==> src/rtl/irq_pkg.sv <==
package irq_pkg;
    localparam int PSW_W     = 8;
    localparam int LVL_W     = 2;
    localparam int IE_BIT    = 7;
    localparam int ISP_LO    = 1;
    localparam int ISP_HI    = ISP_LO + LVL_W - 1;
    localparam logic [PSW_W-1:0] PSW_RESET = 8'h06;

    typedef logic [PSW_W-1:0] psw_t;
    typedef logic [LVL_W-1:0] lvl_t;

    function automatic lvl_t next_isp(input lvl_t lvl);
        return (lvl == '0) ? '0 : lvl_t'(lvl - 1'b1);
    endfunction
endpackage

==> src/rtl/irq_level_filter.sv <==
module irq_level_filter
    import irq_pkg::*;
#(
    parameter int N_REQ = 8
) (
    input  logic                   clk,
    input  logic                   rst_n,
    input  logic [N_REQ-1:0]       req_i,
    input  logic [N_REQ*LVL_W-1:0] lvl_i,
    input  logic                   ie_i,
    input  lvl_t                   isp_i,
    input  logic                   block_i,
    output logic [N_REQ-1:0]       elig_o
);
    genvar gi;
    generate
        for (gi = 0; gi < N_REQ; gi++) begin : g_line
            lvl_t line_lvl;
            assign line_lvl    = lvl_i[gi*LVL_W +: LVL_W];
            assign elig_o[gi]  = req_i[gi] & ie_i & ~block_i & (line_lvl <= isp_i);
        end
    endgenerate

    // nothing is eligible while interrupts are disabled or blocked
    p_no_elig_blocked_r3: assert property (@(posedge clk) disable iff (!rst_n)
        (!ie_i || block_i) |-> (elig_o == '0));
endmodule

==> src/rtl/irq_pick.sv <==
module irq_pick
    import irq_pkg::*;
#(
    parameter int N_REQ = 8,
    localparam int IDX_W = $clog2(N_REQ),
    localparam int N_LVL = 1 << LVL_W
) (
    input  logic                   clk,
    input  logic                   rst_n,
    input  logic [N_REQ-1:0]       elig_i,
    input  logic [N_REQ*LVL_W-1:0] lvl_i,
    output logic                   win_vld_o,
    output logic [IDX_W-1:0]       win_idx_o,
    output lvl_t                   win_lvl_o
);
    always_comb begin
        win_vld_o = 1'b0;
        win_idx_o = '0;
        win_lvl_o = '0;
        for (int l = 0; l < N_LVL; l++) begin
            for (int i = 0; i < N_REQ; i++) begin
                if (!win_vld_o && elig_i[i] &&
                    (lvl_i[i*LVL_W +: LVL_W] == lvl_t'(l))) begin
                    win_vld_o = 1'b1;
                    win_idx_o = IDX_W'(i);
                    win_lvl_o = lvl_t'(l);
                end
            end
        end
    end

    // the winner is always an eligible line
    p_win_eligible_r4: assert property (@(posedge clk) disable iff (!rst_n)
        win_vld_o |-> elig_i[win_idx_o]);
    // any eligible line produces a winner
    p_win_when_any_r4: assert property (@(posedge clk) disable iff (!rst_n)
        (elig_i != '0) |-> win_vld_o);
endmodule

==> src/rtl/irq_accept_unit.sv <==
module irq_accept_unit
    import irq_pkg::*;
#(
    parameter int N_REQ = 8,
    localparam int IDX_W = $clog2(N_REQ)
) (
    input  logic                   clk,
    input  logic                   rst_n,
    input  logic [N_REQ-1:0]       req_i,
    input  logic [N_REQ*LVL_W-1:0] req_lvl_i,
    input  logic                   ei_i,
    input  logic                   di_i,
    input  logic                   brk_i,
    input  logic                   push_i,
    input  logic                   psw_wr_i,
    input  logic [PSW_W-1:0]       psw_wdata_i,
    input  logic                   ret_i,
    input  logic [PSW_W-1:0]       restore_i,
    output logic                   ack_o,
    output logic [IDX_W-1:0]       ack_idx_o,
    output logic                   save_vld_o,
    output logic [PSW_W-1:0]       save_o,
    output logic [PSW_W-1:0]       psw_o
);
    typedef struct packed {
        psw_t             psw;
        logic             ack;
        logic [IDX_W-1:0] idx;
        logic             sv;
        psw_t             save;
    } state_t;

    state_t st_d, st_q;

    logic [N_REQ-1:0] elig;
    logic             win_vld;
    logic [IDX_W-1:0] win_idx;
    lvl_t             win_lvl;
    logic             ack_block;

    assign ack_block = psw_wr_i | ret_i | di_i | brk_i;

    irq_level_filter #(.N_REQ(N_REQ)) filter_i (
        .clk     (clk),
        .rst_n   (rst_n),
        .req_i   (req_i),
        .lvl_i   (req_lvl_i),
        .ie_i    (st_q.psw[IE_BIT]),
        .isp_i   (st_q.psw[ISP_HI:ISP_LO]),
        .block_i (ack_block),
        .elig_o  (elig)
    );

    irq_pick #(.N_REQ(N_REQ)) pick_i (
        .clk       (clk),
        .rst_n     (rst_n),
        .elig_i    (elig),
        .lvl_i     (req_lvl_i),
        .win_vld_o (win_vld),
        .win_idx_o (win_idx),
        .win_lvl_o (win_lvl)
    );

    always_comb begin
        st_d      = st_q;
        st_d.ack  = 1'b0;
        st_d.sv   = 1'b0;
        if (push_i) begin
            st_d.sv   = 1'b1;
            st_d.save = st_q.psw;
        end
        if (ret_i) begin
            st_d.psw = restore_i;
        end else if (psw_wr_i) begin
            st_d.psw = psw_wdata_i;
        end else begin
            if (di_i) begin
                st_d.psw[IE_BIT] = 1'b0;
            end else if (ei_i) begin
                st_d.psw[IE_BIT] = 1'b1;
            end
            if (brk_i) begin
                st_d.sv          = 1'b1;
                st_d.save        = st_q.psw;
                st_d.psw[IE_BIT] = 1'b0;
            end else if (win_vld) begin
                st_d.ack                  = 1'b1;
                st_d.idx                  = win_idx;
                st_d.sv                   = 1'b1;
                st_d.save                 = st_q.psw;
                st_d.psw[IE_BIT]          = 1'b0;
                st_d.psw[ISP_HI:ISP_LO]   = next_isp(win_lvl);
            end
        end
    end

    always_ff @(posedge clk) begin
        if (!rst_n) begin
            st_q.psw  <= PSW_RESET;
            st_q.ack  <= 1'b0;
            st_q.idx  <= '0;
            st_q.sv   <= 1'b0;
            st_q.save <= '0;
        end else begin
            st_q <= st_d;
        end
    end

    assign ack_o      = st_q.ack;
    assign ack_idx_o  = st_q.idx;
    assign save_vld_o = st_q.sv;
    assign save_o     = st_q.save;
    assign psw_o      = st_q.psw;

    // an acknowledge needs the enable bit set in the sampling cycle
    p_ack_needs_ie_r3: assert property (@(posedge clk) disable iff (!rst_n)
        ack_o |-> $past(psw_o[IE_BIT]));
    // acknowledge leaves interrupts disabled and saves the old word
    p_ack_clears_ie_r5: assert property (@(posedge clk) disable iff (!rst_n)
        ack_o |-> (!psw_o[IE_BIT] && save_vld_o && save_o == $past(psw_o)));
    // in-service field follows the acknowledged level
    p_ack_isp_r5: assert property (@(posedge clk) disable iff (!rst_n)
        ack_o |-> (psw_o[ISP_HI:ISP_LO] == next_isp($past(win_lvl))));
    // blocked cycles never produce an acknowledge
    p_no_ack_blocked_r8: assert property (@(posedge clk) disable iff (!rst_n)
        ack_block |=> !ack_o);
    // break keeps the in-service field and clears enable
    p_brk_isp_r6: assert property (@(posedge clk) disable iff (!rst_n)
        (brk_i && !ret_i && !psw_wr_i) |=>
            (psw_o[ISP_HI:ISP_LO] == $past(psw_o[ISP_HI:ISP_LO]) && !psw_o[IE_BIT] && save_vld_o));
    // return reloads the full word
    p_restore_r7: assert property (@(posedge clk) disable iff (!rst_n)
        ret_i |=> (psw_o == $past(restore_i)));
    // push presents the current word
    p_push_save_r9: assert property (@(posedge clk) disable iff (!rst_n)
        push_i |=> (save_vld_o && save_o == $past(psw_o)));
endmodule

==> config.mk <==
export PLATFORM = sky130hd
export DESIGN_NAME = irq_accept_unit
export DESIGN_NICKNAME = d
export VERILOG_FILES = /design/src/rtl/irq_pkg.sv /design/src/rtl/irq_level_filter.sv /design/src/rtl/irq_pick.sv /design/src/rtl/irq_accept_unit.sv
export SDC_FILE = /design/constraint.sdc
export NUM_CORES = 1
export LEC_CHECK = 0
export ABC_AREA = 1
export BUFFER_PORTS_ARGS = -buffer_cell sky130_fd_sc_hd__buf_2
export CAP_MARGIN = 20
export CELL_PAD_IN_SITES_DETAIL_PLACEMENT = 1
export CELL_PAD_IN_SITES_GLOBAL_PLACEMENT = 1
export CORE_MARGIN = 4
export CORE_UTILIZATION = 38
export CTS_CLUSTER_SIZE = 14
export DETAILED_ROUTE_END_ITERATION = 6
export MAX_ROUTING_LAYER = met4
export PLACE_DENSITY_LB_ADDON = 0.1
export SKIP_LAST_GASP = 1
export SLEW_MARGIN = 20
export SYNTH_ARGS = -nofsm -noshare
export SYNTH_HDL_FRONTEND = slang
export SYNTH_SLANG_ARGS = --single-unit
==> constraint.sdc <==
create_clock -name clk -period 8.2 [get_ports clk]
set_input_delay 0.82 -clock clk [delete_from_list [all_inputs] [get_ports clk]]
set_output_delay 0.82 -clock clk [all_outputs]
set_load 0.01 [all_outputs]
-- Word level (Yosys, flattened, before mapping)
Cells that the tools add are included.
- add/sub/neg operators: 1
- multiply operators: 0
- divide/modulo/power cells: 0
- order comparisons: 8
- equal/unequal tests: 25
- shifts and indexed selects: 0
- muxes and demuxes: 104
- bitwise operators: 32
- reductions and logical operators: 109
- operators by type and width (kind ; number):
    3-bit 2-to-1 mux ; 30
    1-bit logical AND ; 63
    1-bit 2-to-1 mux ; 47
    2-bit 2-to-1 mux ; 20
    9-bit 2-to-1 mux ; 4
    2-bit equality test (second input constant) ; 16
    1-bit logical NOT ; 31
    1-bit AND ; 24
    2-bit logical NOT ; 9
    2-bit by 1-bit equality test with 1-bit output (second input constant) ; 8
    2-bit <= comparator ; 8
    13-bit 2-to-1 mux ; 1
    8-bit 2-to-1 mux ; 1
    6-bit nonzero test ; 1
    1-bit NOT ; 5
    4-bit 2-to-1 mux ; 1
    4-bit AND reduction ; 1
    4-bit OR reduction ; 1
    3-bit by 1-bit inequality test with 1-bit output (second input constant) ; 1
    1-bit OR ; 3
    3-bit nonzero test ; 1
    2-bit AND reduction ; 1
    2-bit nonzero test ; 1
    2-bit by 1-bit subtractor with 2-bit output (second input constant) ; 1
- register bits after elaboration: 21
- latch bits: 0
- bits in writable memories: 0
- ROM bits: 0
- input port bits: 48
- output and inout port bits: 21
- memories: 0

-- Depth between registers and ports, before layout
Gate-level depths: netlist of run 1.
- word-level depth: 138
- gate-level depth with buffers: 29
- depth with buffers taken out: 29

-- By module
A second synthesis of run 1 with hierarchy kept.
- cells, all modules: 395
- area, all modules: 2359.8 µm²
- by module, submodules not included (module ; times used ; cells each ; area an instance (µm²) ; seq. area each (µm²)):
    irq_accept_unit ; 1 ; 151 ; 999.7 ; 420.4
    irq_pick ; 1 ; 161 ; 862.1 ; 0.0
    irq_level_filter ; 1 ; 83 ; 498.0 ; 0.0

-- Worst setup path before layout of run 1
OpenSTA, ideal clock, no wires.
- path kind: in2reg
- from: in req_lvl_i[0]
- to: reg st_q, in the netlist save_o[1]
- setup time: 0.119 ns
- arrival time: 3.434 ns
- data required time: 8.081 ns
- setup slack: 4.648 ns
- cell stages on the path: 26
- buffers on the path: 0
- path through: inv_1 > ha_1 > nand2_1 > nand2_1 > nand3_2 > nand2_2 > nor2_4 > nand4_2 > nor2_2 > nand4_1 > nor2_2 > nand4_1 > nor2_2 > nand4_2 > nor2_2 > nand4_2 > nor2_4 > nand4_4 > nor2_4 > nand3_2 > nor2_4 > nand3_4 > nand2_4 > nand2_1 > nand2_1 > nor2_1
- longest elaborated chain between the ends: 132
- elaborated cells on any way between the ends: 136
- classes of those cells: order compare: 1; eq/ne: 3; mux: 36; bitwise: 1; reduce/logical: 95
- ends and longest elaborated chain (what ; line ; RTL):
    from (decl) ; irq_accept_unit.sv:10 ; input logic [N_REQ*LVL_W-1:0] req_lvl_i,
    2-bit <= comparator ; irq_level_filter.sv:20 ; assign elig_o[gi] = req_i[gi] & ie_i & ~block_i & (line_lvl <= isp_i);
    1-bit AND ; irq_level_filter.sv:20 ;
    1-bit logical AND ; irq_pick.sv:22 ; if (!win_vld_o && elig_i[i] &&
    1-bit 2-to-1 mux ; irq_pick.sv:22 ;
    1-bit logical NOT ; irq_pick.sv:22 ;
    1-bit logical AND (2 in a row) ; irq_pick.sv:22 ;
    1-bit 2-to-1 mux ; irq_pick.sv:22 ;
    1-bit logical NOT ; irq_pick.sv:22 ;
    [... 114 more ...] ; n/a ;
    1-bit 2-to-1 mux (*) ; irq_pick.sv:22 ;
    1-bit logical NOT ; irq_pick.sv:22 ;
    1-bit logical AND (2 in a row) ; irq_pick.sv:22 ;
    1-bit 2-to-1 mux (*) ; irq_pick.sv:22 ;
    13-bit 2-to-1 mux (*) ; irq_accept_unit.sv:86 ; end else if (win_vld) begin
    9-bit 2-to-1 mux (*) ; irq_accept_unit.sv:82 ; if (brk_i) begin
    9-bit 2-to-1 mux (*) ; irq_accept_unit.sv:74 ; end else if (psw_wr_i) begin
    9-bit 2-to-1 mux (*) ; irq_accept_unit.sv:72 ; if (ret_i) begin
    to (signal assigned) ; irq_accept_unit.sv:105 ; st_q <= st_d;
    to (decl) ; irq_accept_unit.sv:33 ; state_t st_d, st_q;
Mark *: on every way between the ends. The rest lies on a longest branch, timed or not.
A chain may end at the register's enable or synchronous reset.

-- Worst setup path in the final report of run 1
- from: reg st_q, in the netlist psw_o[2]
- to: reg st_q, in the netlist save_o[0]
- longest elaborated chain between the ends: 132
- elaborated cells on any way between the ends: 146
- classes of those cells: order compare: 8; mux: 36; bitwise: 8; reduce/logical: 94
- ends and longest elaborated chain (what ; line):
    2-bit <= comparator ; irq_level_filter.sv:20
    1-bit AND ; irq_level_filter.sv:20
    1-bit logical AND ; irq_pick.sv:22
    1-bit 2-to-1 mux ; irq_pick.sv:22
    1-bit logical NOT ; irq_pick.sv:22
    1-bit logical AND (2 in a row) ; irq_pick.sv:22
    1-bit 2-to-1 mux ; irq_pick.sv:22
    1-bit logical NOT ; irq_pick.sv:22
    [... 114 more ...] ; n/a
    1-bit 2-to-1 mux ; irq_pick.sv:22
    1-bit logical NOT ; irq_pick.sv:22
    1-bit logical AND (2 in a row) ; irq_pick.sv:22
    1-bit 2-to-1 mux (*) ; irq_pick.sv:22
    13-bit 2-to-1 mux (*) ; irq_accept_unit.sv:86
    9-bit 2-to-1 mux (*) ; irq_accept_unit.sv:82
    9-bit 2-to-1 mux (*) ; irq_accept_unit.sv:74
    9-bit 2-to-1 mux (*) ; irq_accept_unit.sv:72
Marked as above.

==> impl_metrics.tcl, run 1 <==
set metrics [dict create \
    ir_worst_vdd_mv 0.07387 \
    combPwrFrac_pct 32.9 \
    dieHeight_um 85.31 \
    postRouteAntennaNets 0 \
    cp.required_ps 8390 \
    cts_max_path_buffers 2 \
    relSlewSlack_pct 54.79 \
    dieWidth_um 85.31 \
    grt_antenna_before_repair 0 \
    cts_made_buffers 3 \
    maxCapViolations 0 \
    status "finished clean" \
    layout.cells.non_filler 515 \
    syn_inst 377 \
    finalCriticalPeriod_ps 3993 \
    avgRoutedWirePerCell_um 14.83 \
    rows 27 \
    ctsResizeCount 0 \
    p_total_uw 278.3 \
    clk_pin_slew_ps 80 \
    grt_overflow_total 0 \
    grt_pass1_vias 2776 \
    power.leakage_uw 0.001532 \
    core_area_um2 5642 \
    synthesis.area_um2 2271 \
    cp-start-kind "flop" \
    grt_pass1_wl_um 12920 \
    cp_max_fo 9 \
    synth-seq-cells 21 \
    vias 2680 \
    start_util_pct 40.25 \
    p_int_uw 179.0 \
    cts-hold-fix-buffers 0 \
    cts_root_buf "clkbuf_8" \
    setup_ws_ps 4207 \
    viasPerCell 5.204 \
    synthDistinctLibCells 36 \
    pin_count 69 \
    synth_fp_nets 441 \
    yosys_warnings 0 \
    hp-class "reg2reg" \
    power_frac_seq_pct 42.0 \
    p_sw_uw 99.31 \
    hpwl_um 6376 \
    switching_share_pct 35.68 \
    gr-usage-all-layers_pct 22.40 \
    yosys-top-cells-area "dfxtp_1, nand2_1, inv_1" \
    syn_to_final_growth_pct 19.61 \
    diodes 0 \
    drc 0 \
    crit_type "reg2reg" \
    critPathArrivalTime_ps 4180 \
    io_buffers 68 \
    synth_top_area_share_pct 18.51 \
    p_per_area_nw_per_um2 102.5 \
    synth-edff-count 0 \
    post-synth-top-area-cell "dfxtp_1" \
    htree_levels 1 \
    syn_area_per_cell_um2 6.024 \
    synth_most_common_cell "nand2_1" \
    setup_viol 0 \
    drv_slew 0 \
    clock_latency_ps 260 \
    async_flop_share_pct 0 \
    die_area_um2 7277 \
    drt_iter0_markers 79 \
    critPathMaxStageDelay_ps 450 \
    pwr-share-clk_pct 25.1 \
    nFillCells 844 \
    fin_skew_ps 1.943 \
    post-route-period-util_pct 48.69 \
    placed_cells 511 \
    seq_area_frac_synth_pct 18.51 \
    synthTopCellsByCount "nand2_1, inv_1, nor2_1" \
    drive_gt1_share_pct 21.67 \
    rsz0062_at_grt "no" \
    cp_slowest_cell "dfxtp_1" \
    end_kind "flop" \
    max_freq_ghz 0.2504 \
    firstDrtPassIters 4 \
    grt_max_degree 16 \
    cts.sinks 21 \
    cts_tree "done" \
    pre_cts_ws_ps 4054 \
    tns_ps 0 \
    wl_um 7639 \
    synth-main-ff-cell "dfxtp_1" \
    cts_setup_buffers 0 \
    finalHoldViolations 0 \
    routabilityCongestion 0.9418 \
    worst_slew_pin_slew_ps 673.0 \
    fin_nets 508 \
]
==> final timing paths <==
path / slack (ps) / start / end / cells after the start
max: 4210 / psw_o[2] / save_o[0] / 26
min: 500 / ack_idx_o[1] / ack_idx_o[1] / 2
max reg2reg: 4210 / psw_o[2] / save_o[0] / 26
min reg2reg: 500 / ack_idx_o[1] / ack_idx_o[1] / 2
==> state kept, by name, indices dropped and copies added (netlist names) <==
name	count
psw_o	8
save_o	8
save_vld_o	1
ack_idx_o	3
ack_o	1
==> layout by cell type, fill, tap and decap left out <==
cell / synthesis / layout
o21ai_1: 2 / 2
nand2_8: 1 / 1
o2111ai_1: 3 / 3
a22oi_1: 1 / 1
nand2_2: 2 / 2
o31ai_1: 1 / 1
nand3_2: 3 / 3
a21oi_1: 5 / 5
o21bai_1: 1 / 1
ha_1: 16 / 16
nand4_2: 3 / 3
o21a_1: 1 / 1
nor3_1: 21 / 21
a311oi_1: 1 / 1
o41ai_1: 2 / 2
a31oi_1: 2 / 2
nand4_4: 1 / 1
buf_2: 0 / 68
nor4_1: 3 / 3
nand3b_1: 1 / 1
o21ai_0: 14 / 14
nand4_1: 14 / 14
mux2i_1: 1 / 1
nand2_4: 1 / 1
nand3_1: 20 / 20
nor2_2: 8 / 8
nand3_4: 1 / 1
a2111oi_0: 1 / 1
clkbuf_8: 0 / 3
nor2_4: 5 / 5
a211oi_1: 1 / 1
inv_1: 70 / 70
clkbuf_1: 4 / 1
nand2_1: 100 / 100
o211ai_1: 4 / 4
dfxtp_1: 21 / 21
nor2_1: 40 / 40
==> logic make-up after synthesis <==
group	count (synthesis)	share of synthesized area [%]
flops	21	18.51
compound gates	39	10.86
simple gates	224	48.49
buf+inv	76	12.89
mux	1	0.4408
fa+ha+maj	16	8.815
==> layout make-up <==
type,instances,area (um^2),share of cell area (%)
timing repair buffer,68,340.3,12.53
sequential,21,420.4,15.48
clock buffer,4,45.04,1.658
multi-input combinational,280,1558,57.35
tap,72,90.09,3.316
inverter,70,262.8,9.673
==> per-layer routing <==
layer / vias up / GRT usage, % / routed length [um]
li1: 1367 / - / -
met1: 1245 / 30.92 / 3719
met2: 62 / 35.31 / 3471
met3: 6 / 3.786 / 387
met4: 0 / 2.590 / 60
met5: - / - / 0
==> stage by stage <==
step	hold slack [ps]	utilization (%)	instance area [um^2]
floorplan	497.5	-	2271
global placement	476.8	47.35	2671
detailed placement	491.5	47.35	2671
CTS	503.5	48.15	2716
global route	546.0	48.15	2716
finish	495.3	48.15	2716
==> power groups by stage <==
| stage | registers [uW] | logic, uW | clock network, uW |
|---|---|---|---|
| floorplan | 119 | 55.2 | 0 |
| global placement | 119 | 87.9 | 0 |
| detailed placement | 119 | 92.5 | 0 |
| CTS | 117 | 92.9 | 71.8 |
| global route | 118 | 107 | 76.9 |
| finish | 117 | 91.5 | 70.0 |
==> worst max-delay path: cells and delay by family (launching register included) <==
kind / cells / cell delay, ps
simple gates: 23 / 2660
flops: 1 / 450
fa+ha+maj: 1 / 380
buf+inv: 1 / 270
compound gates: 1 / 140
Note: power is estimated with default switching activity, not from simulation.
==> run 2: changes to the inputs <==
--- a/config.mk
+++ b/config.mk
@@ -11,7 +11,7 @@
 export CELL_PAD_IN_SITES_DETAIL_PLACEMENT = 1
 export CELL_PAD_IN_SITES_GLOBAL_PLACEMENT = 1
 export CORE_MARGIN = 4
-export CORE_UTILIZATION = 38
+export CORE_UTILIZATION = 32
 export CTS_CLUSTER_SIZE = 14
 export DETAILED_ROUTE_END_ITERATION = 6
 export MAX_ROUTING_LAYER = met4
==> constraint.sdc (replaced) <==
create_clock -name clk -period 3.4 [get_ports clk]
set_input_delay 0.34 -clock clk [delete_from_list [all_inputs] [get_ports clk]]
set_output_delay 0.34 -clock clk [all_outputs]
set_load 0.01 [all_outputs]
==> run 2 against run 1 <==
  * The run now ends with setup timing left
  * Utilization increased by 1.1 points
  * Clock-buffer cell count decreased by 1
  * Sequential power increased by 140%
  * Sequential share of layout area decreased by 3.0 points
  * Setup slack got worse by 4300 ps
  * Critical path depth increased by 2
  * Maximum frequency increased by 13%
  * First-iteration DRC count increased by 71%
  * Critical endpoint is now save_o[6]
==> impl_metrics.tcl, run 2 (synthesis gave the netlist of run 1 again) <==
set metrics [dict create \
    status "complete, but fails checks" \
    violations "setup timing" \
    mostFrequentLayoutCell "nand2_1" \
    path_common_cell "nor2_4" \
    critPathMaxStageDelay_ps 340 \
    grt_overflow_total 0 \
    power_frac_seq_pct 36.1 \
    cp_max_fo 5 \
    dieWidth_um 92.24 \
    viasPerCell 4.929 \
    p_per_area_nw_per_um2 227.4 \
    grt_antenna_before_repair 0 \
    start_util_pct 33.24 \
    cp-start-kind "flop" \
    cts_tree "done" \
    pin_count 69 \
    clock_latency_ps 280 \
    finalHoldViolations 0 \
    avgRoutedWirePerCell_um 15.45 \
    p_int_uw 485.9 \
    crit_family "simple AND/OR/NAND/NOR gates" \
    switching_share_pct 36.53 \
    hp-class "in2reg" \
    drc 0 \
    reg2reg_to "save_o[6]" \
    hold-path-endpoint "psw_o[1]" \
    seq_area_um2 421.7 \
    cts_max_path_buffers 2 \
    maxCapViolations 0 \
    combPwrFrac_pct 40.9 \
    whs_path_depth 3 \
    syn_to_final_growth_pct 48.26 \
    hpwl_um 7099 \
    postRouteAntennaNets 0 \
    r2r_cells 28 \
    relSlewSlack_pct 55.29 \
    fin_nets 561 \
    setup_viol 15 \
    rsz0062_at_grt "yes" \
    r2r_slack_ps -130 \
    drive_gt1_share_pct 36.09 \
    die_area_um2 8508 \
    pwr-share-clk_pct 23.1 \
    fin_skew_ps 9.388 \
    post-route-period-util_pct 104.0 \
    dieHeight_um 92.24 \
    htree_levels 1 \
    hold_path_startpoint "restore_i[1]" \
    drt_iter0_markers 135 \
    vias 2918 \
    core_area_um2 6832 \
    reg2reg_from "psw_o[2]" \
    cts-hold-fix-buffers 0 \
    routabilityCongestion 0.9505 \
    hold_ws_ps 298.9 \
    grt_pass1_vias 2960 \
    cts_made_buffers 3 \
    end_kind "flop" \
    cts.sinks 21 \
    cts_root_buf "clkbuf_8" \
    drv_slew 0 \
    critPathArrivalTime_ps 3740 \
    wl_um 9144 \
    crit_type "reg2reg" \
    nFillCells 978 \
    firstDrtPassIters 4 \
    cp_slowest_cell "dfxtp_2" \
    setup_ws_ps -134.8 \
    cp.required_ps 3610 \
    mostFrequentLayoutCells "nand2_1, inv_1, buf_2" \
    clk_pin_slew_ps 90 \
    ir_worst_vdd_mv 0.1214 \
    grt_max_degree 16 \
    gr-usage-all-layers_pct 21.88 \
    tns_ps -1310 \
    path_buf_inv 3 \
    diodes 0 \
    multiInputGateArea_um2 1763 \
    rows 30 \
    power.leakage_uw 0.001801 \
    grt_pass1_wl_um 14720 \
    finalCriticalPeriod_ps 3535 \
    max_freq_ghz 0.2829 \
    worst_slew_pin_slew_ps 665.6 \
    io_buffers 68 \
    p_sw_uw 279.6 \
]
-- run 2: cell count changes in the layout (fill, tap and decap cells not counted), sizes merged --
cell	previous run	this run
buf	68	120
clkbuf	4	3
clkinv	0	1
nand3	24	25
-- run 2: worst max-delay path by stage --
stage                     cells after the start     start         to  slack (ps)
after detailed placement                     28  psw_o[2]   psw_o[2]        -230
after floorplan                              27  psw_o[2]  save_o[1]          70
after CTS                                    28  psw_o[2]  save_o[3]         -70
after global routing                         28  psw_o[2]  save_o[4]        -440
after global placement                       26  psw_o[2]   psw_o[2]         -20
final                                        28  psw_o[2]  save_o[6]        -130
-- run 2: timing repair --
item | CTS | global route
setup endpoints to repair | 16 | 16
buffers inserted | 10 | 11
cloned | 1 | 0
pin swaps | 3 | 14
resized for setup | 25 | 20
-- run 2: area by class of cell --
class	instances	share of cell area [%]
Clock inverter	1	0.1486
Sequential cell	21	12.52
Timing Repair Buffer	120	22.37
Clock buffer	3	1.226
Inverter	70	7.804
Multi-Input combinational cell	281	52.36
Tap cell	96	3.567
-- run 2: metal layers --
layer	track usage, %	part of all wire (%)	vias to the layer above	routed length (um)
li1	-	-	1477	-
met1	30.30	49	1370	4463
met2	34.85	46	62	4222
met5	-	0	-	0
met4	3.342	0.81	0	74
met3	2.707	4.2	9	384
-- run 2: stage by stage --
step           area (um^2)  util (%)  std cells  setup slack, ps  power [uW]
2_1_floorplan         2271         -        377            74.39       420.3
3_3_place_gp          2934     42.95        566           -24.38       527.5
3_5_place_dp          2934     42.95        566           -227.5       538.1
4_1_cts               3201     46.85        581           -69.82       745.6
5_1_grt               3367     49.29        592           -441.7       830.3
6_report              3367     49.29        592           -134.8       765.6
-- run 2: tightest hold or removal path: stages --
cell,delay [ps]
buf_2,80
nand2_1,40
nand4_1,70
-- run 2: power groups by stage --
stage	Clock (uW)	Combinational, uW	Sequential (uW)
after floorplan	0	133	287
after global placement	0	246	281
after detailed placement	0	256	282
after CTS	183	287	277
after global routing	196	355	279
final	176	313	276
